[src/rtl/match_sched_pkg.sv]
package match_sched_pkg;
  localparam int NUM_PATHS = 4;
  localparam int PATH_W    = $clog2(NUM_PATHS);

  // strobes from sequencing control to the steering datapath
  typedef struct packed {
    logic              loadEn;   // a load cycle: take beats, drive bus
    logic [PATH_W-1:0] grp;      // which path pair is being read
    logic              resWrite; // a result is accepted this cycle
    logic [PATH_W-1:0] resPath;  // path the accepted result belongs to
  } schedStrb_t;
endpackage

[src/rtl/sched_ctrl.sv]
module sched_ctrl
  import match_sched_pkg::*;
#(
  parameter int Q_W   = 32,
  parameter int KEY_W = 256,
  parameter int BUS_W = 64
) (
  input  logic                 clk,
  input  logic                 rstN,
  input  logic [NUM_PATHS-1:0] qValid,
  input  logic                 mResValid,
  input  logic [NUM_PATHS-1:0] fFull,
  output schedStrb_t           strb,
  output logic                 mStart,
  output logic                 mResReady
);
  localparam int LANES    = BUS_W / Q_W;
  localparam int BEATS    = KEY_W / Q_W;
  localparam int LOAD_CYC = NUM_PATHS * BEATS / LANES;
  localparam int CW       = $clog2(LOAD_CYC);

  typedef enum logic [1:0] {S_IDLE, S_LOAD, S_MATCH} phase_t;

  phase_t            phase;
  logic [CW-1:0]     loadCnt;
  logic [CW-1:0]     beatNow;
  logic [PATH_W-1:0] resCnt;
  logic              allValid, loading, lastBeat, roomNow, accept;

  always_comb begin
    allValid = &qValid;
    loading  = (phase == S_LOAD) || ((phase == S_IDLE) && allValid);
    beatNow  = (phase == S_LOAD) ? loadCnt : '0;
    lastBeat = loading && (beatNow == CW'(LOAD_CYC - 1));
    roomNow  = !fFull[resCnt];
    accept   = (phase == S_MATCH) && mResValid && roomNow;

    strb.loadEn   = loading;
    strb.grp      = PATH_W'(int'(beatNow) / BEATS);
    strb.resWrite = accept;
    strb.resPath  = resCnt;

    mStart    = lastBeat;
    mResReady = (phase == S_MATCH) && roomNow;
  end

  always_ff @(posedge clk) begin
    if (!rstN) begin
      phase   <= S_IDLE;
      loadCnt <= '0;
      resCnt  <= '0;
    end else begin
      case (phase)
        S_IDLE: if (allValid) begin
          phase   <= S_LOAD;
          loadCnt <= CW'(1);
        end
        S_LOAD: if (lastBeat) begin
          phase   <= S_MATCH;
          loadCnt <= '0;
          resCnt  <= '0;
        end else begin
          loadCnt <= loadCnt + 1'b1;
        end
        S_MATCH: if (accept) begin
          resCnt <= resCnt + 1'b1;
          if (resCnt == PATH_W'(NUM_PATHS - 1)) phase <= S_IDLE;
        end
        default: phase <= S_IDLE;
      endcase
    end
  end
endmodule

[src/rtl/sched_dp.sv]
module sched_dp
  import match_sched_pkg::*;
#(
  parameter int Q_W   = 32,
  parameter int BUS_W = 64,
  parameter int RES_W = 4
) (
  input  schedStrb_t                 strb,
  input  logic [NUM_PATHS*Q_W-1:0]   qData,
  input  logic [RES_W-1:0]           mResCode,
  output logic [NUM_PATHS-1:0]       qReady,
  output logic [BUS_W-1:0]           mWrData,
  output logic                       mWrValid,
  output logic [NUM_PATHS-1:0]       fWrEn,
  output logic [RES_W-1:0]           fWrData
);
  localparam int LANES = BUS_W / Q_W;

  for (genvar p = 0; p < NUM_PATHS; p++) begin : g_path
    assign qReady[p] = strb.loadEn && (strb.grp == PATH_W'(p / LANES));
    assign fWrEn[p]  = strb.resWrite && (strb.resPath == PATH_W'(p));
  end

  always_comb begin
    mWrData = '0;
    if (strb.loadEn)
      for (int l = 0; l < LANES; l++)
        mWrData[l*Q_W +: Q_W] = qData[(int'(strb.grp) * LANES + l) * Q_W +: Q_W];
  end

  assign mWrValid = strb.loadEn;
  assign fWrData  = mResCode;
endmodule

[src/rtl/match_load_sched.sv]
module match_load_sched
  import match_sched_pkg::*;
#(
  parameter int Q_W   = 32,
  parameter int KEY_W = 256,
  parameter int BUS_W = 64,
  parameter int RES_W = 4
) (
  input  logic                     clk,
  input  logic                     rstN,
  input  logic [NUM_PATHS-1:0]     qValid,
  input  logic [NUM_PATHS*Q_W-1:0] qData,
  output logic [NUM_PATHS-1:0]     qReady,
  output logic [BUS_W-1:0]         mWrData,
  output logic                     mWrValid,
  output logic                     mStart,
  input  logic                     mResValid,
  input  logic [RES_W-1:0]         mResCode,
  output logic                     mResReady,
  output logic [NUM_PATHS-1:0]     fWrEn,
  output logic [RES_W-1:0]         fWrData,
  input  logic [NUM_PATHS-1:0]     fFull
);
  schedStrb_t strb;

  sched_ctrl #(.Q_W(Q_W), .KEY_W(KEY_W), .BUS_W(BUS_W)) ctrl_i (
    .clk       (clk),
    .rstN      (rstN),
    .qValid    (qValid),
    .mResValid (mResValid),
    .fFull     (fFull),
    .strb      (strb),
    .mStart    (mStart),
    .mResReady (mResReady)
  );

  sched_dp #(.Q_W(Q_W), .BUS_W(BUS_W), .RES_W(RES_W)) dp_i (
    .strb     (strb),
    .qData    (qData),
    .mResCode (mResCode),
    .qReady   (qReady),
    .mWrData  (mWrData),
    .mWrValid (mWrValid),
    .fWrEn    (fWrEn),
    .fWrData  (fWrData)
  );
endmodule

[config.mk]
export PLATFORM = sky130hd
export DESIGN_NAME = match_load_sched
export DESIGN_NICKNAME = d
export VERILOG_FILES = /design/src/rtl/match_sched_pkg.sv /design/src/rtl/sched_ctrl.sv /design/src/rtl/sched_dp.sv /design/src/rtl/match_load_sched.sv
export SDC_FILE = /design/constraint.sdc
export NUM_CORES = 1
export LEC_CHECK = 0
export CORE_AREA = 3 3 85 87
export CTS_CLUSTER_SIZE = 30
export DETAILED_ROUTE_END_ITERATION = 16
export DIE_AREA = 0 0 88 90
export GPL_ROUTABILITY_DRIVEN = 0
export PLACE_DENSITY = 0.78
export SYNTH_ARGS = -nofsm -noshare
export SYNTH_HDL_FRONTEND = slang
export SYNTH_SLANG_ARGS = --single-unit
[constraint.sdc]
create_clock -name clk -period 2.1 [get_ports clk]
set_input_delay 0.315 -clock clk [delete_from_list [all_inputs] [get_ports clk]]
set_output_delay 0.315 -clock clk [all_outputs]
set_load 0.02 [all_outputs]
==> metrics.txt <==
DR pass1 iterations=4; adder-cell area share of the yosys netlist=0.0424; Synth Net Count=426; power density cells=230 nW/um^2; crit end category=primary output; r2r endpoint=ctrl_i.resCnt[0]; hpwl dp=6390 um; status=complete, no violations; overall power=802 uW; synthesized cell area=~1500 sq um; DR WL/cell=approximately 15 um; setup TNS=0 ns; GRT Resource Usage Total=0.187; vias post-DR=2633; Arrival @ worst endpoint=1.75 ns; critical path's top delay family=multiplexers; post-synthesis xor/xnor area fraction=0.00594; Post-Synth Simple-Gate Area=0.416; Slowest cell on crit path=mux4_2; Leak=between 0.0015 and 0.002 uW; largest net degree at the start of global routing=between 40 and 50; Inserted Diodes=0; Synth Area in Compound Gates=0.286; Largest stage delay, worst path=approximately 0.55 ns; CTS tree=built; clock slew at reported path FFs=about 0.040 ns; die area=about 7900 sq um; core area=roughly 6400 sq um; Crit Path Max Fanout=4; Initial Utilization=0.230; CTS Buf Count=3; Sink Count=8; Synth-to-Final Area Change=136%; unrepaired setup endpoints after global routing=yes; sequential share of the synthesized area=0.109; Non-Filler Instances=approximately 570; final setup fails=0; reg-to-reg slack, setup=roughly 0.18 ns; worst endpoint required time=between 1.5 and 2 ns; # fillers=~670; Final Hold Fails=0; Mean Syn Cell Area=5.31 sq um; Least-Margin Pin Slew=0.325 ns; final wirelength=around 8200 um; layout cell share with drive strength beyond 1=0.215; via count of the first global-routing pass=2555; Worst Setup Path Type=reg2out; hold path depth=2; CTS H-tree lvls=1; first-pass GRT wire length=~12000 um; clock skew=between 0.002 and 0.0025 ns; Tmin final=between 2 and 2.5 ns; DRC Markers=0; post-route design area=between 3000 and 4000 sq um; largest family of logic cells by synthesized area=simple AND/OR/NAND/NOR gates; # hold bufs at CTS=0; R2R cell count=8; crit path buf inv count=2; die width=~90 um; Avg Vias per Cell=between 4 and 5; Cell Area, Placed=approximately 3700 sq um; Final Max Slew Viols=0; cell row count=29; Net count, final=638; First DRT Iteration DRCs=52; clk root buf=clkbuf_8; antenna-violating nets left=0; Critical R2R Launch=ctrl_i.resCnt[0]; Die Height=roughly 90 um; Ys Warns=0; clk buf depth=2; total grt overflow=0; max_slew headroom=0.783; crit-path cells=mux4_2, nor3b_4, buf_4, and2_4, buf_6; period utilisation layout=0.986; Worst-Skew Late Latency=between 0.2 and 0.25 ns; Max Clock Freq=just under 0.5 GHz; synth unique cells=28; #FFs+latches synth=8; max_cap viols=0; initial antenna violation count=0; HP Start=ctrl_i.loadCnt[1]; Worst Hold Endpoint=ctrl_i.loadCnt[1]; Max VDD drop=roughly 0.00029 V; post-synthesis mux area share=0.0288; Final Util=0.543; CP startpoint kind=register; I/O pins=between 200 and 250; placed cell count=557; IO Port Bufs=213; Hold Path Class=reg2reg; gate count after technology mapping=278
## synth_stat cells
library cell / number / area (sq um)
a21o_1: 2 / 15.0
a21oi_1: 67 / 335
a221oi_1: 2 / 17.5
a31o_2: 1 / 8.76
and2_2: 4 / 30.0
and3_1: 1 / 6.26
buf_1: 2 / 7.51
buf_2: 9 / 45.0
buf_4: 6 / 45.0
clkbuf_1: 11 / 41.3
dfxtp_1: 8 / 160
ha_1: 5 / 62.6
inv_1: 7 / 26.3
mux2i_1: 2 / 20.0
mux4_2: 1 / 22.5
nand2_1: 131 / 492
nand2b_1: 2 / 12.5
nand3_1: 1 / 5.00
nand3b_1: 4 / 30.0
nand4_1: 1 / 6.26
nor2_1: 2 / 7.51
nor3b_4: 1 / 18.8
o211ai_1: 2 / 15.0
o21ai_0: 2 / 10.0
o221a_2: 1 / 11.3
o311ai_0: 1 / 8.76
or3_1: 1 / 6.26
xor2_1: 1 / 8.76
## per-stage QoR
stage / worst slack, ns / hold slack [ns]
2_1_floorplan: 0.296 / 0.496
3_3_place_gp: -0.449 / 0.528
3_5_place_dp: -0.513 / 0.546
4_1_cts: 0.000496 / 0.557
5_1_grt: -0.0328 / 0.600
6_report: 0.0303 / 0.551
## registers in the layout, summed over array words and instances, names as in the netlist
signal,cells
ctrl_i.loadCnt,4
ctrl_i.phase,2
ctrl_i.resCnt,2
## cell type report
class,instances,area [sq um],share of cell area
Timing Repair Buffer,235,2010,0.576
Multi-Input combinational cell,235,1150,0.331
Sequential cell,8,161,0.0463
Tap cell,77,96.3,0.0276
Clock buffer,3,41.3,0.0118
Inverter,7,26.3,0.00754
## power breakdown
part / internal, uW / total, uW / switching (uW)
logic: 288 / 462 / 174
registers: 155 / 157 / 2.35
clock network: 124 / 183 / 58.7
## kinds of logic (layout without fill, tap and decap cells)
group	Yosys count	in the layout
AOI/OAI and AO/OA	78	78
xor gates and xnor gates	1	1
and+or+nand+nor	148	148
adders and majority gates	5	5
DFF	8	8
buffers and inverters	35	245
muxes	3	3
## worst max-delay path by stage
stage,cells past startpoint,start,end
finish,5,ctrl_i.resCnt[0],fWrEn[2]
detailed placement,5,fFull[3],fWrEn[3]
CTS,6,qValid[3],mWrData[28]
floorplan,3,ctrl_i.resCnt[0],fWrEn[0]
global placement,5,fFull[0],fWrEn[2]
global route,5,ctrl_i.resCnt[0],fWrEn[2]
## layer usage
metal | track usage | vias up | wire length (um)
li1 | - | 1329 | -
met1 | 0.191 | 1138 | 2960
met2 | 0.356 | 148 | 4200
met3 | 0.0503 | 18 | 853
met4 | 0.0601 | 0 | 216
met5 | 0 | - | 0
## worst reg2reg max path, delay by kind of cell, from the launching register on
family        cells  cell delay (ns)
mux               2             0.71
flops             1             0.34
buf+inv           5             0.54
simple gates      1             0.25
## layout by cell type, fill, tap and decap left out
master | synthesis | final
a21o_1 | 2 | 1
a21o_2 | 0 | 1
a21oi_1 | 67 | 67
a221oi_1 | 2 | 2
a31o_2 | 1 | 1
and2_2 | 4 | 3
and2_4 | 0 | 1
and3_1 | 1 | 1
buf_12 | 0 | 4
buf_2 | 9 | 66
buf_4 | 6 | 19
buf_6 | 0 | 1
clkbuf_2 | 0 | 1
clkbuf_8 | 0 | 3
clkdlybuf4s15_1 | 0 | 1
clkdlybuf4s50_1 | 0 | 135
dfxtp_1 | 8 | 7
dfxtp_2 | 0 | 1
dlygate4sd1_1 | 0 | 1
dlygate4sd2_1 | 0 | 5
dlymetal6s2s_1 | 0 | 2
ha_1 | 5 | 5
inv_1 | 7 | 6
inv_2 | 0 | 1
mux2i_1 | 2 | 2
mux4_2 | 1 | 1
nand2_1 | 131 | 131
nand2b_1 | 2 | 2
nand3_1 | 1 | 1
nand3b_1 | 4 | 4
nand4_1 | 1 | 1
nor2_1 | 2 | 2
nor3b_4 | 1 | 1
o211ai_1 | 2 | 2
o21ai_0 | 2 | 2
o221a_2 | 1 | 1
o311ai_0 | 1 | 1
or3_1 | 1 | 1
xor2_1 | 1 | 1
## timing repair
item / CTS / global route
gates resized for setup: 235 / 57
setup endpoints to repair: 72 / 55
buffers inserted: 3 / 2
gates cloned: 0 / 0
pin swaps: 2 / 1
Note: power is estimated with default switching activity, not from simulation.
